==> config.mk <==
export PLATFORM = sky130hd
export DESIGN_NAME = hb_leg_sequencer
export DESIGN_NICKNAME = d
export VERILOG_FILES = /design/src/rtl/hbseq_pkg.sv /design/src/rtl/hbseq_timer.sv /design/src/rtl/hbseq_cmd_check.sv /design/src/rtl/hbseq_cell.sv /design/src/rtl/hb_leg_sequencer.sv
export SDC_FILE = /design/constraint.sdc
export NUM_CORES = 1
export LEC_CHECK = 0
export BUFFER_PORTS_ARGS = -buffer_cell sky130_fd_sc_hd__buf_2
export CAP_MARGIN = 20
export CORE_MARGIN = 4
export CORE_UTILIZATION = 45
export DETAILED_ROUTE_END_ITERATION = 8
export HOLD_SLACK_MARGIN = 0.12
export PLACE_DENSITY_LB_ADDON = 0.1
export SKIP_LAST_GASP = 1
export SYNTH_ARGS = -nofsm -noshare
export SYNTH_HDL_FRONTEND = slang
export SYNTH_SLANG_ARGS = --single-unit
==> constraint.sdc <==
create_clock -name clk -period 2.5 [get_ports clk]
set_input_delay 0 -clock clk [delete_from_list [all_inputs] [get_ports clk]]
set_output_delay 0 -clock clk [all_outputs]
set_load 0.02 [all_outputs]
==> src/rtl/hbseq_pkg.sv <==
package hbseq_pkg;

  typedef enum logic [1:0] {
    LVL_ZERO = 2'b00,
    LVL_POS  = 2'b01,
    LVL_BAD  = 2'b10,
    LVL_NEG  = 2'b11
  } level_e;

  localparam logic LEG_A = 1'b0;
  localparam logic LEG_B = 1'b1;

  // Level held by a cell given its leg positions (1 = upper switch on).
  function automatic level_e legs_to_level(input logic up_a, input logic up_b);
    if (up_a && !up_b)      return LVL_POS;
    else if (!up_a && up_b) return LVL_NEG;
    else                    return LVL_ZERO;
  endfunction

endpackage

==> src/rtl/hbseq_timer.sv <==
module hbseq_timer #(
  parameter int TW = 16
) (
  input  logic          clk,
  input  logic          rst_n,
  input  logic          tick,
  input  logic          load,
  input  logic [TW-1:0] instant,
  output logic          fire
);

  localparam logic [TW-1:0] TMAX = {TW{1'b1}};

  logic [TW-1:0] tmr_q, tmr_d;
  logic [TW-1:0] inst_q, inst_d;
  logic          pend_q, pend_d;

  assign fire = pend_q && (tmr_q == inst_q);

  always_comb begin
    tmr_d  = tmr_q;
    inst_d = inst_q;
    pend_d = pend_q;
    if (tick) begin
      tmr_d  = '0;
      inst_d = instant;
      pend_d = load;
    end else begin
      if (tmr_q != TMAX) tmr_d = tmr_q + 1'b1;
      if (fire)          pend_d = 1'b0;
    end
  end

  always_ff @(posedge clk or negedge rst_n) begin
    if (!rst_n) begin
      tmr_q  <= '0;
      inst_q <= '0;
      pend_q <= 1'b0;
    end else begin
      tmr_q  <= tmr_d;
      inst_q <= inst_d;
      pend_q <= pend_d;
    end
  end

endmodule

==> src/rtl/hbseq_cmd_check.sv <==
module hbseq_cmd_check
  import hbseq_pkg::*;
#(
  parameter int NCELL = 3,
  parameter int CW    = 2
) (
  input  logic [CW-1:0]    cmd_cell,
  input  logic [1:0]       cmd_state,
  input  logic [NCELL-1:0] up_a,
  input  logic [NCELL-1:0] up_b,
  input  logic [NCELL-1:0] last_leg,
  output logic             reject,
  output logic             load,
  output logic             leg
);

  localparam logic [CW:0] NCELL_W = (CW+1)'(NCELL);

  logic          in_range;
  logic [CW-1:0] idx;
  logic          sa, sb, sl;
  level_e        cur, req;

  assign in_range = ({1'b0, cmd_cell} < NCELL_W);
  assign idx      = in_range ? cmd_cell : '0;
  assign sa       = up_a[idx];
  assign sb       = up_b[idx];
  assign sl       = last_leg[idx];
  assign cur      = legs_to_level(sa, sb);
  assign req      = level_e'(cmd_state);

  always_comb begin
    reject = 1'b0;
    load   = 1'b0;
    leg    = LEG_A;
    if (!in_range || req == LVL_BAD) begin
      reject = 1'b1;
    end else if (req == cur) begin
      load = 1'b0;
    end else if (cur != LVL_ZERO && req != LVL_ZERO) begin
      reject = 1'b1;
    end else if (cur == LVL_ZERO) begin
      load = 1'b1;
      if (req == LVL_POS) leg = sa ? LEG_B : LEG_A;
      else                leg = sa ? LEG_A : LEG_B;
    end else begin
      load = 1'b1;
      leg  = ~sl;
    end
  end

endmodule

==> src/rtl/hbseq_cell.sv <==
module hbseq_cell
  import hbseq_pkg::*;
#(
  parameter int DTW = 8
) (
  input  logic           clk,
  input  logic           rst_n,
  input  logic           fire,
  input  logic           leg,
  input  logic [DTW-1:0] dead_time,
  output logic [3:0]     gate,
  output logic           up_a,
  output logic           up_b,
  output logic           last_leg
);

  logic           pa_q, pa_d, pb_q, pb_d;
  logic           last_q, last_d;
  logic [DTW-1:0] dcnt_q, dcnt_d;
  logic           dleg_q, dleg_d;
  logic           off_a, off_b;

  always_comb begin
    pa_d   = pa_q;
    pb_d   = pb_q;
    last_d = last_q;
    dcnt_d = dcnt_q;
    dleg_d = dleg_q;
    if (fire) begin
      if (leg == LEG_B) pb_d = ~pb_q;
      else              pa_d = ~pa_q;
      last_d = leg;
      dleg_d = leg;
      dcnt_d = dead_time;
    end else if (dcnt_q != '0) begin
      dcnt_d = dcnt_q - 1'b1;
    end
  end

  always_ff @(posedge clk or negedge rst_n) begin
    if (!rst_n) begin
      pa_q   <= 1'b0;
      pb_q   <= 1'b0;
      last_q <= LEG_A;
      dcnt_q <= '0;
      dleg_q <= LEG_A;
    end else begin
      pa_q   <= pa_d;
      pb_q   <= pb_d;
      last_q <= last_d;
      dcnt_q <= dcnt_d;
      dleg_q <= dleg_d;
    end
  end

  assign off_a = (dcnt_q != '0) && (dleg_q == LEG_A);
  assign off_b = (dcnt_q != '0) && (dleg_q == LEG_B);

  assign gate[0] =  pa_q & ~off_a;
  assign gate[1] = ~pa_q & ~off_a;
  assign gate[2] =  pb_q & ~off_b;
  assign gate[3] = ~pb_q & ~off_b;

  assign up_a     = pa_q;
  assign up_b     = pb_q;
  assign last_leg = last_q;

endmodule

==> src/rtl/hb_leg_sequencer.sv <==
module hb_leg_sequencer
  import hbseq_pkg::*;
#(
  parameter int NCELL = 3,
  parameter int TW    = 16,
  parameter int DTW   = 8,
  localparam int CW   = (NCELL > 1) ? $clog2(NCELL) : 1
) (
  input  logic               clk,
  input  logic               rst_n,
  input  logic               tick,
  input  logic [CW-1:0]      cmd_cell,
  input  logic [1:0]         cmd_state,
  input  logic [TW-1:0]      cmd_instant,
  input  logic [DTW-1:0]     dead_time,
  output logic [4*NCELL-1:0] gate,
  output logic [2*NCELL-1:0] cell_state,
  output logic               cmd_err
);

  logic [NCELL-1:0] up_a, up_b, last_leg, fire_vec;
  logic             reject, load, sel_leg, fire;
  logic [CW-1:0]    pcell_q, pcell_d;
  logic             pleg_q, pleg_d;
  logic             err_q, err_d;

  hbseq_cmd_check #(.NCELL(NCELL), .CW(CW)) u_check (
    .cmd_cell (cmd_cell),
    .cmd_state(cmd_state),
    .up_a     (up_a),
    .up_b     (up_b),
    .last_leg (last_leg),
    .reject   (reject),
    .load     (load),
    .leg      (sel_leg)
  );

  hbseq_timer #(.TW(TW)) u_timer (
    .clk    (clk),
    .rst_n  (rst_n),
    .tick   (tick),
    .load   (load),
    .instant(cmd_instant),
    .fire   (fire)
  );

  always_comb begin
    pcell_d = pcell_q;
    pleg_d  = pleg_q;
    err_d   = err_q;
    if (tick) begin
      err_d = reject;
      if (load) begin
        pcell_d = cmd_cell;
        pleg_d  = sel_leg;
      end
    end
  end

  always_ff @(posedge clk or negedge rst_n) begin
    if (!rst_n) begin
      pcell_q <= '0;
      pleg_q  <= LEG_A;
      err_q   <= 1'b0;
    end else begin
      pcell_q <= pcell_d;
      pleg_q  <= pleg_d;
      err_q   <= err_d;
    end
  end

  assign cmd_err = err_q;

  for (genvar i = 0; i < NCELL; i++) begin : g_cell
    assign fire_vec[i] = fire && (pcell_q == CW'(i));

    hbseq_cell #(.DTW(DTW)) u_cell (
      .clk      (clk),
      .rst_n    (rst_n),
      .fire     (fire_vec[i]),
      .leg      (pleg_q),
      .dead_time(dead_time),
      .gate     (gate[4*i +: 4]),
      .up_a     (up_a[i]),
      .up_b     (up_b[i]),
      .last_leg (last_leg[i])
    );

    assign cell_state[2*i +: 2] = legs_to_level(up_a[i], up_b[i]);
  end

endmodule

==> metrics.yaml, run 1 <==
power-per-cell-area_mw_per_mm2: 744.1
post_route_drc: 0
finalSetupViolCount: 0
initial_utilization: 0.4631
globalRouteOverflowTotal: 0
r2r-start: "g_cell[0].u_cell.up_b$_DFFE_PN0P_"
cts-resized-gates: 0
yosys.cell_types.count: 48
status: "finished clean"
synth_top_cell_area_share: 0.4337
tritoncts_num_sinks: 70
timing.hold.worst.class: "in -> async"
synthDominantAreaCellType: "sky130_fd_sc_hd__dfrtp_1"
max_clock_freq_mhz: 428.8
unrepaired_setup_endpoints_after_global_routing: "no"
critical_path_peak_fanout: 9
critPathRequiredTime_ps: 2500
htreeDepth: 3
fin_skew_ps: 13.42
post_route_cells_drive_above_1_share: 0.2444
worst_r2r_endpoint: "pcell_q[1]$_DFFE_PN0P_"
clock-root-buffer: "sky130_fd_sc_hd__clkbuf_8"
cts_tree: "done"
synth_xor_xnor_area_share: 0.08891
core_area_mm2: 0.008721
detail_route.vias_per_cell: 5.234
worst_setup_path_start_kind: "flip-flop"
die_height_um: 102.7
yosys.area_share.simple: 0.1729
synthesis.nets: 441
report.power.total_w: 0.003674
dominant_combinational_cell_family_by_area_after_synthesis: "simple AND/OR/NAND/NOR gates"
ff2ff_setup_slack_ps: 320
syn2layout_area_growth_pct: 22.24
synth_edf_count: 0
maxCapViolCount: 0
period_share: 0.9328
diodes: 0
synth_adder_area_share: 0.03408
totalNegativeSetupSlack_ps: 0
p_leak_nw: 2.197
routed_wire_length_per_instance_um: 14.60
grt_max_degree: 71
dp.final_hpwl_mm: 6.474
clock_insertion_delay_worst_skew_ps: 350
clk_path_buf_depth: 2
die_ar_mm2: 0.01055
synth-seq-area-share: 0.4337
drt_iter0_drc: 107
slew-limit-headroom: 0.5946
post-synth-top-count-cell: "sky130_fd_sc_hd__dfrtp_1"
synth_compound_gate_area_share: 0.09789
dpl_worst_slack_ps: 336.4
dpl-instance-area_mm2: 0.004438
stdcell_area_mm2: 0.004937
top_cells_by_instance_count_after_synthesis: "sky130_fd_sc_hd__dfrtp_1 (70), sky130_fd_sc_hd__mux2_2 (37), sky130_fd_sc_hd__inv_1 (33), sky130_fd_sc_hd__nor2_1 (33), sky130_fd_sc_hd__xnor2_1 (32)"
synth_seq_cells: 70
critical_path_class: "reg -> out"
post_synth_design_cell_area_mm2: 0.004039
gr-usage-all-layers: 0.1815
asyncSetResetFlopFracSynth: 1.000
synthTopCellsByArea: "sky130_fd_sc_hd__dfrtp_1 (43%), sky130_fd_sc_hd__mux2_2 (10%), sky130_fd_sc_hd__xnor2_1 (6.9%), sky130_fd_sc_hd__ha_1 (3.4%), sky130_fd_sc_hd__inv_1 (3.1%)"
grt_pass1_vias: 3062
core.rowCount: 34
timing.reg2reg.worst_path_depth: 8
routed-via-count: 3135
grt_first_pass_wirelength_mm: 14.86
antenna_found_initial: 0
boundaryPins: 50
postSynthCellCount: 399
clock_pin_transition_on_the_worst_setup_and_hold_timing_paths_ps: 70
routabilityCongestion: 0.8297
wirelength_mm: 8.746
n_fill_cell: 783
die_boundary_width_um: 102.7
period_needed_ps: 2332
final_hold_viol_count: 0
synth_warnings: 0
tritoncts.num_buffers: 9
worstPathArrival_ps: 2330
nets: 528
slew_viol_final: 0
dominantRegCellSynth: "sky130_fd_sc_hd__dfrtp_1"
syn_avg_cell_area_um2: 10.12
worst_tran_pin_value_ps: 602.5
layout_setup_ws_ps: 168.0
multi_input_area_mm2: 0.002117
vdd_ir_drop_max_v: 0.0003692
seqCellArea_mm2: 0.001752
antenna_violating_nets_post_route: 0
firstDrtPassIters: 4
synthMuxAreaShare: 0.1304
placement.io_buffers: 49
crit_path_capture_type: "output pin"
==> per-layer routing <==
layer  routed length [um]  GRT usage  vias to the layer above
met4                  127    0.04880                        0
met2                 3961     0.2870                       62
met3                  413    0.03924                       12
li1                     -          -                     1565
met5                    0          0                        -
met1                 4243     0.2539                     1496
==> how the worst max path moves through the flow <==
stage	startpoint	to	slack, ps	cells past startpoint
finish	g_cell[0].u_cell.dcnt_q[0]$_DFFE_PN0P_	gate[2]	170	6
global route	g_cell[0].u_cell.dcnt_q[0]$_DFFE_PN0P_	gate[2]	0.04	6
CTS	g_cell[0].u_cell.dcnt_q[0]$_DFFE_PN0P_	gate[2]	120	6
detailed placement	g_cell[0].u_cell.up_b$_DFFE_PN0P_	pcell_q[1]$_DFFE_PN0P_	340	8
global placement	g_cell[0].u_cell.up_b$_DFFE_PN0P_	pcell_q[0]$_DFFE_PN0P_	380	8
floorplan	g_cell[0].u_cell.up_b$_DFFE_PN0P_	pcell_q[0]$_DFFE_PN0P_	470	8
==> final cells by class <==
| type | instances | share of cell area |
|---|---|---|
| multi-input cells | 286 | 0.4288 |
| flip-flops and latches | 70 | 0.3548 |
| repair buffers | 86 | 0.1237 |
| clock buffers | 10 | 0.02788 |
| well taps | 108 | 0.02737 |
| inverters | 33 | 0.02509 |
| clock inverters | 6 | 0.01242 |
==> cells in the final DEF (no fill, tap or decap), drive strengths merged, types with 15 or more instances in the layout <==
cell | synthesis | routed
nand2 | 23 | 23
dfrtp | 70 | 70
xnor2 | 32 | 32
nor3 | 15 | 15
buf | 3 | 56
a21oi | 24 | 24
mux2 | 37 | 37
dlygate4sd3 | 0 | 30
nor2 | 33 | 33
inv | 33 | 33
==> report_power, final <==
part | switching (W) | total [W] | internal, W
Combinational | 0.000517 | 0.00113 | 0.000614
Clock | 0.000429 | 0.000913 | 0.000484
Sequential | 0.000239 | 0.00163 | 0.00139
Total | 0.00119 | 0.00367 | 0.00249
==> critical path, cell delays in order (launching register included) <==
cell	delay [ps]
sky130_fd_sc_hd__dfrtp_1	360
sky130_fd_sc_hd__inv_1	130
sky130_fd_sc_hd__ha_1	220
sky130_fd_sc_hd__nor4b_1	450
sky130_fd_sc_hd__nand2_1	340
sky130_fd_sc_hd__a21boi_0	280
sky130_fd_sc_hd__buf_2	200
==> through the flow <==
step                      instances  hold WS (ps)    util
after floorplan                 399        -295.6       -
after global placement          553         60.77  0.5089
after detailed placement        553         57.67  0.5089
after CTS                       599         221.7  0.5661
after global routing            599         245.0  0.5661
final                           599         196.9  0.5661
==> sequential cells by signal, summed over array words and instances (netlist names) <==
name                    count
g_cell.u_cell.up_b          3
g_cell.u_cell.dleg_q        1
pleg_q                      1
pcell_q                     2
g_cell.u_cell.dcnt_q       24
cmd_err                     1
u_timer.tmr_q              16
u_timer.pend_q              1
g_cell.u_cell.last_leg      2
g_cell.u_cell.up_a          3
u_timer.inst_q             16
==> kinds of logic (layout without fill, tap and decap cells) <==
group           Yosys count  count (layout)
buf+inv                  43             135
simple gates            124             124
compound gates           62              62
mux                      48              48
flops                    70              70
xor+xnor                 41              41
fa+ha+maj                11              11
==> what timing repair did <==
item	4_1_cts	5_1_grt
hold buffers	30	0
hold endpoints to repair	116	0
setup buffers	0	0
No activity file was read; power rests on OpenSTA's default activity.
==> inputs of run 2 (changes only) <==
- CORE_MARGIN: 4 -> 2
==> metrics.yaml, run 2 (same netlist as run 1, synthesis figures left out) <==
crit_chain: "inv_1, ha_1, nor4b_1, nand2_1, a21boi_0, buf_2"
routed_wire_length_per_instance_um: 14.81
period_needed_ps: 2279
period_share: 0.9114
worst_tran_pin_value_ps: 667.4
clk_path_buf_depth: 2
totalNegativeSetupSlack_ps: 0
crit_path_capture_type: "output pin"
gr-usage-all-layers: 0.1934
fin_skew_ps: 8.573
tritoncts_num_sinks: 70
worst_r2r_endpoint: "pcell_q[1]$_DFFE_PN0P_"
critPathMaxStageDelay_ps: 440
timing.hold.worst.class: "in -> async"
cts-resized-gates: 0
slew-limit-headroom: 0.5510
placement.io_buffers: 49
r2r-start: "g_cell[0].u_cell.up_b$_DFFE_PN0P_"
grt_pass1_vias: 3134
antenna_violating_nets_post_route: 0
routed-via-count: 3173
syn2layout_area_growth_pct: 21.41
critical_path_slowest_stage_cell: "sky130_fd_sc_hd__nor4b_1"
largestRegisters: "g_cell.u_cell.dcnt_q x24, u_timer.inst_q x16, u_timer.tmr_q x16"
critPathRequiredTime_ps: 2500
detail_route.vias_per_cell: 5.306
n_fill_cell: 792
status: "finished clean"
tritoncts.num_buffers: 9
ff2ff_setup_slack_ps: 330
post_route_drc: 0
clock-root-buffer: "sky130_fd_sc_hd__clkbuf_8"
diodes: 0
unrepaired_setup_endpoints_after_global_routing: "no"
critical_path_peak_fanout: 9
regMostFlops: "g_cell.u_cell.dcnt_q"
layout.core_utilization: 0.5623
die_height_um: 98.74
wirelength_mm: 8.854
nets: 529
maxCapViolCount: 0
cts_tree: "done"
firstDrtPassIters: 4
dpl_worst_slack_ps: 334.3
final_hold_viol_count: 0
initial_utilization: 0.4631
clock_insertion_delay_worst_skew_ps: 340
worst_setup_path_start_kind: "flip-flop"
final_cell_mix: "sky130_fd_sc_hd__dfrtp_1 (70), sky130_fd_sc_hd__buf_2 (49), sky130_fd_sc_hd__mux2_2 (37)"
post_route_cells_drive_above_1_share: 0.2367
grt_max_degree: 71
worst_path_dominant_cell_family: "simple AND/OR/NAND/NOR gates"
dp.final_hpwl_mm: 6.308
largest_reg_flops: 24
vdd_ir_drop_max_v: 0.0004013
die_ar_mm2: 0.009749
max_clock_freq_mhz: 438.9
htreeDepth: 3
critPathBufInv: 2
drt_iter0_drc: 97
antenna_found_initial: 0
boundaryPins: 50
clock_pin_transition_on_the_worst_setup_and_hold_timing_paths_ps: 70
p_leak_nw: 2.180
worstPathArrival_ps: 2280
finalSetupViolCount: 0
grt_first_pass_wirelength_mm: 15.06
core_area_mm2: 0.008721
die_boundary_width_um: 98.74
timing.reg2reg.worst_path_depth: 8
globalRouteOverflowTotal: 0
cts_post_setup_buffers_inserted: 0
power-per-cell-area_mw_per_mm2: 723.0
slew_viol_final: 0
layout_setup_ws_ps: 221.4
core.rowCount: 34
routabilityCongestion: 0.8328
critical_path_class: "reg -> out"
layout.cells.most_common: "sky130_fd_sc_hd__dfrtp_1"
run 2: cell types whose count changed in the layout (fill, tap and decap cells not counted):
| cell | before | now |
|---|---|---|
| sky130_fd_sc_hd__clkinvlp_4 | 1 | 0 |
| sky130_fd_sc_hd__dlygate4sd3_1 | 30 | 31 |
| sky130_fd_sc_hd__bufinv_16 | 1 | 0 |
| sky130_fd_sc_hd__clkinv_2 | 3 | 2 |
| sky130_fd_sc_hd__clkinv_4 | 1 | 0 |
| sky130_fd_sc_hd__clkbuf_1 | 0 | 2 |
run 2: final cells by class:
class,instances,area [um2],share of cell area
Timing Repair Buffer,87,620.6,0.1266
Clock buffer,12,145.1,0.02960
Tap cell,108,135.1,0.02756
Multi-Input combinational cell,286,2117,0.4317
Inverter,33,123.9,0.02526
Clock inverter,2,10.01,0.002041
Sequential cell,70,1752,0.3572
run 2: metal layers:
| metal | GRT usage | part of all wire |
|---|---|---|
| met5 | 0 | 0 |
| met3 | 0.03688 | 0.033 |
| met1 | 0.2706 | 0.51 |
| met4 | 0.05269 | 0.012 |
| met2 | 0.3103 | 0.45 |
run 2: what timing repair did:
action / 4_1_cts / 5_1_grt
hold buffers: 31 / 0
endpoints found under the hold margin: 116 / 0
setup endpoints to repair: 0 / 0
run 2: through the flow:
step	cell area [um2]	hold slack [ps]	cells	total power, W
floorplan	4039	-295.6	399	0.002470
global placement	4438	63.41	553	0.002722
detailed placement	4438	60.47	553	0.002746
CTS	4903	233.2	598	0.003584
global route	4903	271.4	598	0.003826
finish	4903	187.3	598	0.003545
run 2: tightest hold or removal path, stage by stage:
cell and delay, ps:
sky130_fd_sc_hd__dlygate4sd3_1 520, sky130_fd_sc_hd__buf_2 120, sky130_fd_sc_hd__buf_12 280
run 2: how the worst max path moves through the flow:
stage / slack [ps] / startpoint / endpoint / cells after the start
6_report: 220 / g_cell[0].u_cell.dcnt_q[0]$_DFFE_PN0P_ / gate[2] / 6
5_1_grt: 50 / g_cell[0].u_cell.dcnt_q[0]$_DFFE_PN0P_ / gate[2] / 6
4_1_cts: 180 / g_cell[0].u_cell.dcnt_q[0]$_DFFE_PN0P_ / gate[2] / 6
3_5_place_dp: 330 / g_cell[0].u_cell.up_b$_DFFE_PN0P_ / pcell_q[1]$_DFFE_PN0P_ / 8
3_3_place_gp: 380 / g_cell[0].u_cell.up_b$_DFFE_PN0P_ / pcell_q[0]$_DFFE_PN0P_ / 8
2_1_floorplan: 470 / g_cell[0].u_cell.up_b$_DFFE_PN0P_ / pcell_q[0]$_DFFE_PN0P_ / 8
run 2: power breakdown:
part	switching, W	total [W]	internal (W)
combinational	0.000516	0.00113	0.000615
sequential	0.000242	0.00163	0.00139
clock	0.000408	0.000782	0.000374
==> inputs of run 3 (changes only) <==
- BUFFER_PORTS_ARGS: -buffer_cell sky130_fd_sc_hd__buf_2 -> -buffer_cell sky130_fd_sc_hd__clkbuf_2
==> metrics.yaml, run 3 (same netlist as run 1, synthesis figures left out) <==
antenna_found_initial: 0
tritoncts.num_buffers: 9
period_share: 0.9028
timing.hold.worst.class: "in -> async"
p_leak_nw: 2.184
placement.io_buffers: 49
clk_path_buf_depth: 2
nets: 529
largest_reg_flops: 24
die_boundary_width_um: 98.74
grt_max_degree: 37
routed_wire_length_per_instance_um: 14.79
slew_viol_final: 0
dp.final_hpwl_mm: 6.558
cts_post_setup_buffers_inserted: 0
critical_path_slowest_stage_cell: "sky130_fd_sc_hd__dlygate4sd3_1"
post_route_drc: 0
grt_first_pass_wirelength_mm: 15.28
critical_path_peak_fanout: 11
dp.cells: 554
n_fill_cell: 758
gr-usage-all-layers: 0.1959
period_needed_ps: 2257
report.power.total_w: 0.003582
dpl-instance-area_mm2: 0.004433
maxCapViolCount: 0
power_report.internal_total_w: 0.002435
status: "finished clean"
worstPathArrival_ps: 2470
totalNegativeSetupSlack_ps: 0
syn2layout_area_growth_pct: 21.56
final_hold_viol_count: 0
htreeDepth: 3
fin_skew_ps: 6.247
grt_pass1_vias: 3188
clock_insertion_delay_worst_skew_ps: 330
die_height_um: 98.74
crit_path_capture_type: "flip-flop"
critPathMaxStageDelay_ps: 530
switching_share: 0.3202
diodes: 0
core_area_mm2: 0.008721
power.share.sequential: 0.456
clock-root-buffer: "sky130_fd_sc_hd__clkbuf_8"
firstDrtPassIters: 4
routabilityCongestion: 0.8321
tritoncts_num_sinks: 70
total_switching_power_w: 0.001147
clock_power_share: 0.227
stdcell_area_mm2: 0.004910
critical_path_class: "in -> reg"
post_route_cells_drive_above_1_share: 0.2429
critPathRequiredTime_ps: 2720
final_cell_mix: "sky130_fd_sc_hd__dfrtp_1 (70), sky130_fd_sc_hd__clkbuf_2 (48), sky130_fd_sc_hd__mux2_2 (37)"
cts_tree: "done"
clock_pin_transition_on_the_worst_setup_and_hold_timing_paths_ps: 70
regMostFlops: "g_cell.u_cell.dcnt_q"
power-per-cell-area_mw_per_mm2: 729.6
drt_iter0_drc: 99
post_layout_nonfiller_instances: 598
initial_utilization: 0.4631
vdd_ir_drop_max_v: 0.0003795
max_clock_freq_mhz: 443.1
routed-via-count: 3154
detail_route.vias_per_cell: 5.274
crit_chain: "dlygate4sd3_1, clkbuf_2, xnor2_1, a211o_1, ha_1, inv_1, o21ai_0, a21oi_1, mux2_2"
unrepaired_setup_endpoints_after_global_routing: "no"
core.rowCount: 34
antenna_violating_nets_post_route: 0
slew-limit-headroom: 0.5961
globalRouteOverflowTotal: 0
boundaryPins: 50
worst_tran_pin_value_ps: 600.3
finalSetupViolCount: 0
wirelength_mm: 8.847
largestRegisters: "g_cell.u_cell.dcnt_q x24, u_timer.inst_q x16, u_timer.tmr_q x16"
die_ar_mm2: 0.009749
layout.cells.most_common: "sky130_fd_sc_hd__dfrtp_1"
worst_setup_path_start_kind: "primary input"
hold_ws_ps: 137.7
power.combinational.fraction: 0.317
-- run 3: power by group through the flow --
stage / Combinational (W) / Sequential (W) / Clock, W
final: 0.00113 / 0.00163 / 0.000814
after CTS: 0.00114 / 0.00163 / 0.000860
after global routing: 0.00130 / 0.00168 / 0.000904
after detailed placement: 0.00110 / 0.00165 / 0
after global placement: 0.00107 / 0.00165 / 0
after floorplan: 0.000876 / 0.00159 / 0
-- run 3: area by class of cell --
cell class / count / area [um2] / share of cell area
multi-input cells: 286 / 2120 / 0.4317
repair buffers: 87 / 605.6 / 0.1233
well taps: 108 / 135.1 / 0.02752
inverters: 33 / 123.9 / 0.02523
clock buffers: 13 / 168.9 / 0.03440
clock inverters: 1 / 5.005 / 0.001019
flip-flops and latches: 70 / 1752 / 0.3568
-- run 3: worst paths after layout --
check | from | endpoint | slack [ps] | cells past startpoint
min in group clk | cmd_instant[10] | u_timer.inst_q[10]$_DFFE_PN0P_ | 410 | 4
worst max register to register | g_cell[0].u_cell.up_b$_DFFE_PN0P_ | pcell_q[1]$_DFFE_PN0P_ | 290 | 7
worst min register to register | cmd_err$_DFFE_PN0P_ | cmd_err$_DFFE_PN0P_ | 500 | 1
worst max-delay path | cmd_cell[0] | pcell_q[1]$_DFFE_PN0P_ | 240 | 9
max in group asynchronous | rst_n | u_timer.inst_q[1]$_DFFE_PN0P_ | 1540 | 3
worst min-delay path | rst_n | g_cell[2].u_cell.dcnt_q[6]$_DFFE_PN0P_ | 140 | 2
-- run 3: critical path: cells and delay by family --
family,cells,cell delay [ps]
multiplexers,1,390
XOR/XNOR,1,160
adder cells (fa/ha/maj),1,350
AO/OA/AOI/OAI,3,760
buffers and inverters,3,810
-- run 3: routing by layer --
layer	wire length, um	vias up	track usage
met5	0	-	0
met4	89	0	0.06744
met3	281	7	0.02837
met2	4101	63	0.3129
met1	4373	1508	0.2749
li1	-	1576	-
-- run 3: what timing repair did --
item / in CTS / in global routing
hold buffers: 30 / 0
resized for setup: 0 / 1
setup endpoints to repair: 0 / 3
hold endpoints to repair: 80 / 0
-- run 3: per-stage QoR --
stage                     setup WS (ps)  utilization
final                             242.9       0.5630
after global routing              18.65       0.5630
after CTS                         218.5       0.5627
after detailed placement          302.8       0.5083
after global placement            374.7       0.5083
after floorplan                   468.3            -
